### config.mk
export PLATFORM = sky130hd
export DESIGN_NAME = pga_top
export DESIGN_NICKNAME = d
export VERILOG_FILES = /design/src/rtl/pga_pkg.sv /design/src/rtl/pga_enable.sv /design/src/rtl/pga_mask.sv /design/src/rtl/pga_status.sv /design/src/rtl/pga_top.sv
export SDC_FILE = /design/constraint.sdc
export NUM_CORES = 1
export LEC_CHECK = 0
export BUFFER_PORTS_ARGS = -buffer_cell sky130_fd_sc_hd__buf_4
export CORE_UTILIZATION = 43
export DETAILED_ROUTE_END_ITERATION = 10
export GPL_ROUTABILITY_DRIVEN = 0
export PLACE_DENSITY = 0.81
export SLEW_MARGIN = 20
export SYNTH_ARGS = -nofsm -noshare
export SYNTH_HDL_FRONTEND = slang
export SYNTH_SLANG_ARGS = --single-unit
### constraint.sdc
create_clock -name clk -period 1.4 [get_ports clk]
set_input_delay 0.28 -clock clk [delete_from_list [all_inputs] [get_ports clk]]
set_output_delay 0.28 -clock clk [all_outputs]
set_load 0.02 [all_outputs]
### src/rtl/pga_pkg.sv
// Package: shared widths, bit positions, register addresses and reset
// values for the power-good interrupt aggregator.
package pga_pkg;
    localparam int DATA_W    = 8;
    localparam int NUM_CONV  = 3;
    localparam int NUM_LDO   = 2;
    localparam int NUM_RAIL  = NUM_CONV + NUM_LDO;
    localparam int RAIL_LSB  = 1;
    localparam int PF_BIT    = 7;
    localparam int LB_BIT    = 6;
    localparam int FLAG_W    = DATA_W - 1;

    typedef logic [DATA_W-1:0] reg_byte_t;

    localparam reg_byte_t MASK_RST  = 8'hC0;
    localparam reg_byte_t EN_RST    = 8'hFF;
    localparam reg_byte_t UNMAPPED  = 8'hFF;
endpackage

### src/rtl/pga_enable.sv
// Module: pga_enable
// Holds the software enable bits, one per rail, and ANDs each with its
// hardware pin. A bit is forced to 1 while its pin is low and on reset.
// Assumes pins are already synchronous to clk.
module pga_enable #(
    parameter int NUM_RAIL = 5
) (
    input  logic                clk,
    input  logic                rst_n,
    input  logic [NUM_RAIL-1:0] pin_i,
    input  logic                wr_i,
    input  logic [NUM_RAIL-1:0] wdata_i,
    output logic [NUM_RAIL-1:0] en_q_o,
    output logic [NUM_RAIL-1:0] on_o
);
    logic [NUM_RAIL-1:0] en_q;

    for (genvar i = 0; i < NUM_RAIL; i++) begin : g_bit
        // Update one software enable bit: reset/pin-low force 1, else write.
        always_ff @(posedge clk) begin
            if (!rst_n)
                en_q[i] <= 1'b1;
            else if (!pin_i[i])
                en_q[i] <= 1'b1;
            else if (wr_i)
                en_q[i] <= wdata_i[i];
        end

        // a low pin leaves the bit at 1 on the next cycle
        a_r9_pin_low_forces_one: assert property (@(posedge clk) disable iff (!rst_n)
            !pin_i[i] |=> en_q[i]);

        // a write with the pin high lands in the bit
        a_r8_write_lands: assert property (@(posedge clk) disable iff (!rst_n)
            (wr_i && pin_i[i]) |=> (en_q[i] == $past(wdata_i[i])));
    end

    assign en_q_o = en_q;
    assign on_o   = en_q & pin_i;

    // all enable bits are 1 in the first cycle after reset
    a_r10_reset_all_one: assert property (@(posedge clk) disable iff (!rst_n)
        !$past(rst_n) |-> (&en_q));
endmodule

### src/rtl/pga_mask.sv
// Module: pga_mask
// Writable interrupt mask byte. Bit 0 has no source and is held at 0.
// Reset (undervoltage lockout) reloads the configured default.
module pga_mask #(
    parameter int                      DATA_W   = 8,
    parameter logic [DATA_W-1:0]       RST_VAL  = 8'hC0
) (
    input  logic              clk,
    input  logic              rst_n,
    input  logic              wr_i,
    input  logic [DATA_W-1:0] wdata_i,
    output logic [DATA_W-1:0] mask_o
);
    logic [DATA_W-1:1] mask_q;

    // Load the mask on reset or on a write strobe.
    always_ff @(posedge clk) begin
        if (!rst_n)
            mask_q <= RST_VAL[DATA_W-1:1];
        else if (wr_i)
            mask_q <= wdata_i[DATA_W-1:1];
    end

    assign mask_o = {mask_q, 1'b0};

    // the reset value is present in the first cycle after reset
    a_r3_reset_value: assert property (@(posedge clk) disable iff (!rst_n)
        !$past(rst_n) |-> (mask_o == RST_VAL));

    // without a write the mask holds
    a_r3_holds: assert property (@(posedge clk) disable iff (!rst_n)
        (!wr_i && $past(rst_n)) |=> $stable(mask_o));
endmodule

### src/rtl/pga_status.sv
// Module: pga_status
// Forms the status byte from the fault flags (disabled rails read good),
// keeps the per-bit block state set by status reads and cleared when a
// fault goes away, and drives the active-low combined interrupt.
// Assumes flags are synchronous to clk.
module pga_status
    import pga_pkg::*;
#(
    parameter int NUM_RAIL = 5
) (
    input  logic                clk,
    input  logic                rst_n,
    input  logic                pf_i,
    input  logic                lb_i,
    input  logic [NUM_RAIL-1:0] rail_low_i,
    input  logic [NUM_RAIL-1:0] rail_on_i,
    input  reg_byte_t           mask_i,
    input  logic                rd_status_i,
    output reg_byte_t           status_o,
    output logic                irq_n_o
);
    localparam int BLK_W = DATA_W - 1;

    reg_byte_t          status;
    logic [BLK_W-1:0]   flags;
    logic [BLK_W-1:0]   block_q;
    logic [BLK_W-1:0]   block_d;
    logic [BLK_W-1:0]   live;

    // Assemble the status byte; rails that are off report good.
    always_comb begin
        status                            = '0;
        status[PF_BIT]                    = pf_i;
        status[LB_BIT]                    = lb_i;
        status[RAIL_LSB +: NUM_RAIL]      = rail_low_i & rail_on_i;
    end

    assign flags = status[DATA_W-1:1];

    // Next block state: drop cleared faults, add all faults on a read.
    always_comb begin
        block_d = block_q & flags;
        if (rd_status_i)
            block_d = block_d | flags;
    end

    // Register the block state.
    always_ff @(posedge clk) begin
        if (!rst_n)
            block_q <= '0;
        else
            block_q <= block_d;
    end

    assign live     = flags & ~mask_i[DATA_W-1:1] & ~block_q;
    assign irq_n_o  = ~(|live);
    assign status_o = status;

    for (genvar b = 0; b < BLK_W; b++) begin : g_blk
        // a fault reading 0 releases its block next cycle
        a_r6_clear_unblocks: assert property (@(posedge clk) disable iff (!rst_n)
            !flags[b] |=> !block_q[b]);

        // a status read blocks each fault active at that edge
        a_r5_read_blocks: assert property (@(posedge clk) disable iff (!rst_n)
            (rd_status_i && flags[b]) |=> block_q[b]);
    end

    // an asserted interrupt always has an active unmasked fault
    a_r4_irq_has_cause: assert property (@(posedge clk) disable iff (!rst_n)
        !irq_n_o |-> (|(status & ~mask_i)));

    // bit 0 of the status byte never carries a fault
    a_r1_bit0_zero: assert property (@(posedge clk) disable iff (!rst_n)
        !status_o[0]);
endmodule

### src/rtl/pga_top.sv
// Module: pga_top
// Power-good interrupt aggregator top: register decode, read data path,
// and the enable, mask and status sub-blocks. Reads return data one
// cycle after the strobe; unmapped reads return all ones.
module pga_top
    import pga_pkg::*;
#(
    parameter int              ADDR_W      = 8,
    parameter logic [ADDR_W-1:0] ADDR_STATUS = 8'h00,
    parameter logic [ADDR_W-1:0] ADDR_MASK   = 8'h01,
    parameter logic [ADDR_W-1:0] ADDR_EN     = 8'h02
) (
    input  logic                clk,
    input  logic                rst_n,
    input  logic                pwr_fail_i,
    input  logic                low_bat_i,
    input  logic [4:0]          rail_low_i,
    input  logic [2:0]          conv_en_pin,
    input  logic                ldo_en_pin,
    input  logic                reg_wr,
    input  logic                reg_rd,
    input  logic [ADDR_W-1:0]   reg_addr,
    input  logic [7:0]          reg_wdata,
    output logic [7:0]          reg_rdata,
    output logic [4:0]          rail_on_o,
    output logic                irq_n_o
);
    logic [NUM_RAIL-1:0] pins;
    logic [NUM_RAIL-1:0] en_q;
    logic [NUM_RAIL-1:0] rail_on;
    reg_byte_t           mask;
    reg_byte_t           status;
    reg_byte_t           en_byte;
    reg_byte_t           rdata_q;
    logic                sel_status;
    logic                sel_mask;
    logic                sel_en;

    assign sel_status = (reg_addr == ADDR_STATUS);
    assign sel_mask   = (reg_addr == ADDR_MASK);
    assign sel_en     = (reg_addr == ADDR_EN);

    // Pins in rail order: converters first, then the shared LDO pin twice.
    assign pins = {conv_en_pin, {NUM_LDO{ldo_en_pin}}};

    pga_enable #(.NUM_RAIL(NUM_RAIL)) i_enable (
        .clk     (clk),
        .rst_n   (rst_n),
        .pin_i   (pins),
        .wr_i    (reg_wr && sel_en),
        .wdata_i (reg_wdata[RAIL_LSB +: NUM_RAIL]),
        .en_q_o  (en_q),
        .on_o    (rail_on)
    );

    pga_mask #(.DATA_W(DATA_W), .RST_VAL(MASK_RST)) i_mask (
        .clk     (clk),
        .rst_n   (rst_n),
        .wr_i    (reg_wr && sel_mask),
        .wdata_i (reg_wdata),
        .mask_o  (mask)
    );

    pga_status #(.NUM_RAIL(NUM_RAIL)) i_status (
        .clk         (clk),
        .rst_n       (rst_n),
        .pf_i        (pwr_fail_i),
        .lb_i        (low_bat_i),
        .rail_low_i  (rail_low_i),
        .rail_on_i   (rail_on),
        .mask_i      (mask),
        .rd_status_i (reg_rd && sel_status),
        .status_o    (status),
        .irq_n_o     (irq_n_o)
    );

    // Enable byte as read: unused bits read 1.
    always_comb begin
        en_byte                          = EN_RST;
        en_byte[RAIL_LSB +: NUM_RAIL]    = en_q;
    end

    // Capture read data on a read strobe.
    always_ff @(posedge clk) begin
        if (!rst_n)
            rdata_q <= '0;
        else if (reg_rd) begin
            if (sel_status)      rdata_q <= status;
            else if (sel_mask)   rdata_q <= mask;
            else if (sel_en)     rdata_q <= en_byte;
            else                 rdata_q <= UNMAPPED;
        end
    end

    assign reg_rdata = rdata_q;
    assign rail_on_o = rail_on;

    // unmapped reads return all ones
    a_r11_unmapped_ff: assert property (@(posedge clk) disable iff (!rst_n)
        (reg_rd && !sel_status && !sel_mask && !sel_en) |=> (reg_rdata == UNMAPPED));

    // a status read without a write leaves mask and enables alone
    a_r7_read_no_side_effect: assert property (@(posedge clk) disable iff (!rst_n)
        (reg_rd && sel_status && !reg_wr) |=> ($stable(mask) && $stable(en_q)));

    // the status byte never reports a fault on a rail that is off
    a_r2_off_rail_good: assert property (@(posedge clk) disable iff (!rst_n)
        ((status[RAIL_LSB +: NUM_RAIL] & ~rail_on_o) == '0));
endmodule

==> impl_results.md, run 1 <==
- Status: finished, violations left
- Root buf cell: clkbuf_4
- Synthesized flop and latch total: 27
- CTS tree: built
- Post-synthesis cell count: 138
- Worst skew pair latency: 0.34 ns
- Core area: 2760 um^2
- Sw Ratio: 0.271
- Worst VDD drop: 0.778 mV
- Yosys top cell area share: 0.435
- Clock transition at path regs: 0.14 ns
- Critical R2R Launch: i_enable.en_q_o[3]
- Total track usage: 0.232
- Drt initial violations: 39
- Leakage: 0.902 nW
- Mapped Nets: 169
- Inserted Diodes: 0
- Min-Delay Path Class: primary input to flip-flop
- Comb power frac: 0.210
- M1 WL: 1520 um
- Top routing layer used: met4
- Starting Density: 0.451
- Post-DP Area: 1730 um^2
- Synth cell types: 26
- Final-report hold violation count: 0
- Pin count of the biggest net entering global routing: 33
- Hold Crit Start: conv_en_pin[2]
- Post-route cell area: 1850 um^2
- Fill cells: 219
- Crit share post-route: 1.25
- Slew of the pin with the lowest slew margin: 0.340 ns
- Count leader, synth: dfxtp_1
- Seq pwr share: 0.548
- Die W: 55.8 um
- Post-DP HPWL: 2530 um
- Clock buffer depth: 2
- Failing checks: setup timing
- Port buffer count: 43
- CTS sink count: 27
- Net Switching: 0.393 mW
- Mapped Area: 1240 um^2
- Length of the first detailed-routing pass in iterations: 4
- WHS: 0.126 ns
- Clk network pwr share: 0.242
- Synth-to-Final Area Change: 48.9%
- Pre-CTS setup slack: -0.169 ns
- Vias: 1328
- WP data required: 1.12 ns
- Area contributors post-synth: dfxtp_1, mux2i_1, nand3_1
- Post-synthesis sequential area ratio: 0.435
- Top post-synthesis cells by count: dfxtp_1, nand3_1, nand2_1, nor2_1, mux2i_1
- Tot Pwr: 1.45 mW
- Setup Viol. Count Final: 1
- CTS Buf Count: 3
- Rows: 19
- Avg Vias per Cell: 5.70
- DRC Markers: 0
- CP max FO: 2
- Area of the multi-input gates: 706 um^2
- Max_cap viols: 0
- Startpoint types: flip-flop
- Setup crit start: i_enable.en_q_o[3]
- Critical path type: flip-flop to output pin
- Mean Syn Cell Area: 9.01 um^2
- Power density over cell area: 784 nW/um^2
- Yosys warnings: 0
- Slew margin rel.: 0.772
- Post-DR wirelength/cell: 15.4 um
- Crit. End Element: output pin
- FF/Latch Area: 548 um^2
- Tmin final: 1.75 ns
- Internal: 1.06 mW
- I/O Pins: 45
- CTS H-tree lvls: 1
- RSZ-0062 raised after global routing: yes
- Antenna-violating nets left: 0
- Layout cell share with drive strength beyond 1: 0.436
- FFs w/ async S/R, synth: 0
- Met2 wire len: 1790 um
- Crit path DAT: 1.47 ns
- DIE AREA: 3110 um^2
- Initial antenna violation count: 0
- Nets: 234
- Drt total wl: 3590 um
- Final WS setup: -0.354 ns
- Die height: 55.8 um
- Number of synthesized flops with an enable pin: 0
- Vias in the first global route: 1312
- Worst Clk Skew: 0.00204 ns
- Total grt overflow: 0
- Fin. max-slew vios: 0
- Met3 wire length: 194 um
- Fmax: 570 MHz
- First-pass GRT wire length: 5720 um
- Ys flop type: dfxtp_1
- Yosys top cell by area: dfxtp_1
- Setup TNS: -0.354 ns
[final cells by class]
| cell class | instances | share of cell area |
|---|---|---|
| Sequential cell | 27 | 0.296 |
| Timing Repair Buffer | 68 | 0.288 |
| Clock buffer | 4 | 0.0142 |
| Multi-Input combinational cell | 103 | 0.381 |
| Tap cell | 31 | 0.0209 |
[cells in the final DEF, fill, tap and decap left out, drive strengths merged, types with 2 or more instances in the layout]
cell type	n
buf	68
dfxtp	27
nand3	16
o21ai	12
nand2	11
nor2	11
mux2i	9
and2	6
a31oi	5
o21a	5
o2111a	5
nor3	5
clkbuf	4
a21o	3
o211a	3
nor3b	3
a41oi	2
nor4	2
[final timing paths]
kind | cells past startpoint | slack, ns | end
worst max-delay path | 5 | -0.35 | irq_n_o
worst min-delay path | 2 | 0.13 | i_enable.en_q_o[4]
worst max register to register | 4 | 0.30 | reg_rdata[4]
worst min register to register | 2 | 0.49 | i_mask.mask_q[2]
[registers in the layout, indices dropped and copies added, names as in the netlist]
signal	flops
i_enable.en_q_o	5
i_mask.mask_q	7
i_status.block_q	7
reg_rdata	8
[kinds of logic after synthesis]
family	share of synthesized area
compound gates	0.213
mux	0.0724
buf+inv	0.0272
simple gates	0.253
flops	0.435
[through the flow]
| stage | utilization | instances |
|---|---|---|
| 6_report | 0.672 | 233 |
| 5_1_grt | 0.672 | 233 |
| 4_1_cts | 0.653 | 230 |
| 3_5_place_dp | 0.627 | 225 |
| 3_3_place_gp | 0.627 | 225 |
| 2_1_floorplan | - | 138 |
[what timing repair did]
item,CTS,global route
hold buffers,0,0
endpoints found under the setup margin,3,6
gates resized for setup,12,9
pin swaps,2,2
buffers inserted,1,4
[critical path, stage by stage (launching register included)]
cell and delay [ns]:
dfxtp_2 0.35, nand3_2 0.07, nor3_2 0.05, nor4_2 0.30, o311a_1 0.24, buf_6 0.12
[power groups by stage]
| stage | Sequential [mW] | Combinational (mW) | Clock [mW] |
|---|---|---|---|
| 2_1_floorplan | 0.831 | 0.0963 | 0 |
| 3_3_place_gp | 0.811 | 0.268 | 0 |
| 3_5_place_dp | 0.812 | 0.277 | 0 |
| 4_1_cts | 0.795 | 0.290 | 0.344 |
| 5_1_grt | 0.797 | 0.324 | 0.381 |
| 6_report | 0.795 | 0.305 | 0.351 |
[layer usage]
layer  track usage  vias to the layer above
met5             0                        -
li1              -                      640
met2         0.418                       50
met1         0.272                      631
met4        0.0964                        0
met3        0.0372                        7
Note: power is estimated with default switching activity, not from simulation.
==> run 2: changes to the inputs <==
PLACE_DENSITY = unset   (was 0.81)
PLACE_DENSITY_LB_ADDON = 0.08   (was unset)
==> impl_results.md, run 2 (synthesis results as in run 1) <==
- Status: finished, violations left (unchanged)
- Failing checks: setup timing (unchanged)
- Total track usage: 0.232 (about the same)
- Post-DP Area: 1750 um^2 (was 1730 um^2)
- Most frequent cells in the layout: buf_4, dfxtp_1, nand3_1 (unchanged)
- Final WS setup: -0.334 ns (was -0.354 ns)
- Clock buffer depth: 2 (unchanged)
- CTS tree: built (unchanged)
- Post-DR wirelength/cell: 14.2 um (was 15.4 um)
- Crit-path max cell delay: 0.35 ns (about the same)
- Fin. max-slew vios: 0 (unchanged)
- CP max FO: 2 (unchanged)
- Nets: 233 (was 234)
- Pin count of the biggest net entering global routing: 33 (unchanged)
- Critical R2R Launch: i_enable.en_q_o[3] (unchanged)
- Worst path cell trace: nand3_2 -> nor3_2 -> nor4_2 -> o311a_1 -> buf_6 (unchanged)
- Initial antenna violation count: 0 (unchanged)
- Crit. End Element: output pin (unchanged)
- Worst VDD drop: 0.606 mV (was 0.778 mV)
- Die W: 55.8 um (unchanged)
- First-pass GRT wire length: 5700 um (was 5720 um)
- Pre-CTS setup slack: -0.194 ns (was -0.169 ns)
- Crit path DAT: 1.45 ns (was 1.47 ns)
- Drt initial violations: 33 (was 39)
- RSZ-0062 raised after global routing: yes (unchanged)
- Max reg flops: 8 (unchanged)
- CTS sink count: 27 (unchanged)
- Critical path type: flip-flop to output pin (unchanged)
- Crit share post-route: 1.24 (was 1.25)
- Slowest cell on crit path: dfxtp_2 (unchanged)
- Post-placement cell count: 226 (was 225)
- Total grt overflow: 0 (unchanged)
- Core area: 2760 um^2 (unchanged)
- Drt total wl: 3300 um (was 3590 um)
- Clock transition at path regs: 0.14 ns (about the same)
- Final-report hold violation count: 0 (unchanged)
- Setup TNS: -0.334 ns (was -0.354 ns)
- Rows: 19 (unchanged)
- Final Instance Count excl. Fillers: 232 (was 233)
- Layout cell share with drive strength beyond 1: 0.433 (was 0.436)
- Length of the first detailed-routing pass in iterations: 4 (unchanged)
- Power density over cell area: 769 nW/um^2 (was 784 nW/um^2)
- Post-DP HPWL: 2470 um (was 2530 um)
- Worst Clk Skew: 0.0101 ns (was 0.00204 ns)
- Hold_buf cts: 0 (unchanged)
- Die height: 55.8 um (unchanged)
- Vias: 1291 (was 1328)
- CTS Buf Count: 3 (unchanged)
- Slew of the pin with the lowest slew margin: 0.355 ns (was 0.340 ns)
- I/O Pins: 45 (unchanged)
- WP data required: 1.12 ns (about the same)
- DRC Markers: 0 (unchanged)
- DIE AREA: 3110 um^2 (unchanged)
- Leakage: 0.903 nW (was 0.902 nW)
- Avg Vias per Cell: 5.56 (was 5.70)
- Max_cap viols: 0 (unchanged)
- Setup Viol. Count Final: 1 (unchanged)
- Worst skew pair latency: 0.32 ns (was 0.34 ns)
- Leading cell type in the layout, fill and taps excluded: buf_4 (unchanged)
- Root buf cell: clkbuf_4 (unchanged)
- Startpoint types: flip-flop (unchanged)
- Starting Density: 0.451 (unchanged)
- Tmin final: 1.73 ns (was 1.75 ns)
- Post-route cell area: 1860 um^2 (was 1850 um^2)
- Vias in the first global route: 1310 (was 1312)
- WHS: 0.146 ns (was 0.126 ns)
- RR Endpoint: reg_rdata[4] (unchanged)
- Synth-to-Final Area Change: 49.3% (was 48.9%)
- Slew margin rel.: 0.761 (was 0.772)
- Min-Delay Path Class: primary input to flip-flop (unchanged)
- Hold Crit Start: conv_en_pin[0] (was conv_en_pin[2])
- Hold Crit Depth: 2 (unchanged)
- Fmax: 577 MHz (was 570 MHz)
- CTS H-tree lvls: 1 (unchanged)
- Port buffer count: 43 (unchanged)
- Inserted Diodes: 0 (unchanged)
- R2R depth: 4 (unchanged)
- Antenna-violating nets left: 0 (unchanged)
- R2R setup slack: 0.30 ns (about the same)
- Hold EP: i_enable.en_q_o[2] (was i_enable.en_q_o[4])
-- run 2: cell types whose count changed in the layout (fill, tap and decap cells not counted) --
cell	previous run	this run
buf_12	0	1
buf_4	62	60
-- run 2: worst max-delay path by stage --
stage                                   from            to  slack, ns  depth (start not counted)
after global routing      i_enable.en_q_o[3]       irq_n_o      -0.40                          5
after global placement        conv_en_pin[0]       irq_n_o      -0.19                          6
after CTS                 i_enable.en_q_o[3]       irq_n_o      -0.35                          5
after floorplan                  reg_addr[5]  reg_rdata[5]       0.06                          4
final                     i_enable.en_q_o[3]       irq_n_o      -0.33                          5
after detailed placement      conv_en_pin[0]       irq_n_o      -0.19                          6
-- run 2: metal layers --
layer	GRT usage	routed length [um]	vias to the layer above
met2	0.398	1690	40
met5	0	0	-
met1	0.296	1400	604
li1	-	-	638
met3	0.0233	135	9
met4	0.104	68	0
-- run 2: worst max-delay path: cells and delay by family, from the launching register on --
kind	cells	cell delay [ns]
compound gates	1	0.24
flops	1	0.35
simple gates	3	0.43
buf+inv	1	0.12
-- run 2: repair_timing --
action,4_1_cts,5_1_grt
pin swaps,2,2
buffers inserted,2,0
endpoints found under the setup margin,1,6
gates resized for setup,8,13
-- run 2: final cells by class --
class / count / area [um^2]
timing repair buffer: 67 / 538
multi-input combinational: 103 / 706
sequential: 27 / 548
fill: 243 / 901
clock buffer: 4 / 26.3
tap: 31 / 38.8
-- run 2: through the flow --
stage,utilization,total power [mW]
6_report,0.673,1.43
3_5_place_dp,0.634,1.09
2_1_floorplan,-,0.927
4_1_cts,0.660,1.42
5_1_grt,0.673,1.49
3_3_place_gp,0.634,1.08
-- run 2: power breakdown --
group | total, mW | internal, mW | switching [mW]
logic | 0.302 | 0.161 | 0.141
registers | 0.795 | 0.785 | 0.00929
clock network | 0.331 | 0.111 | 0.220
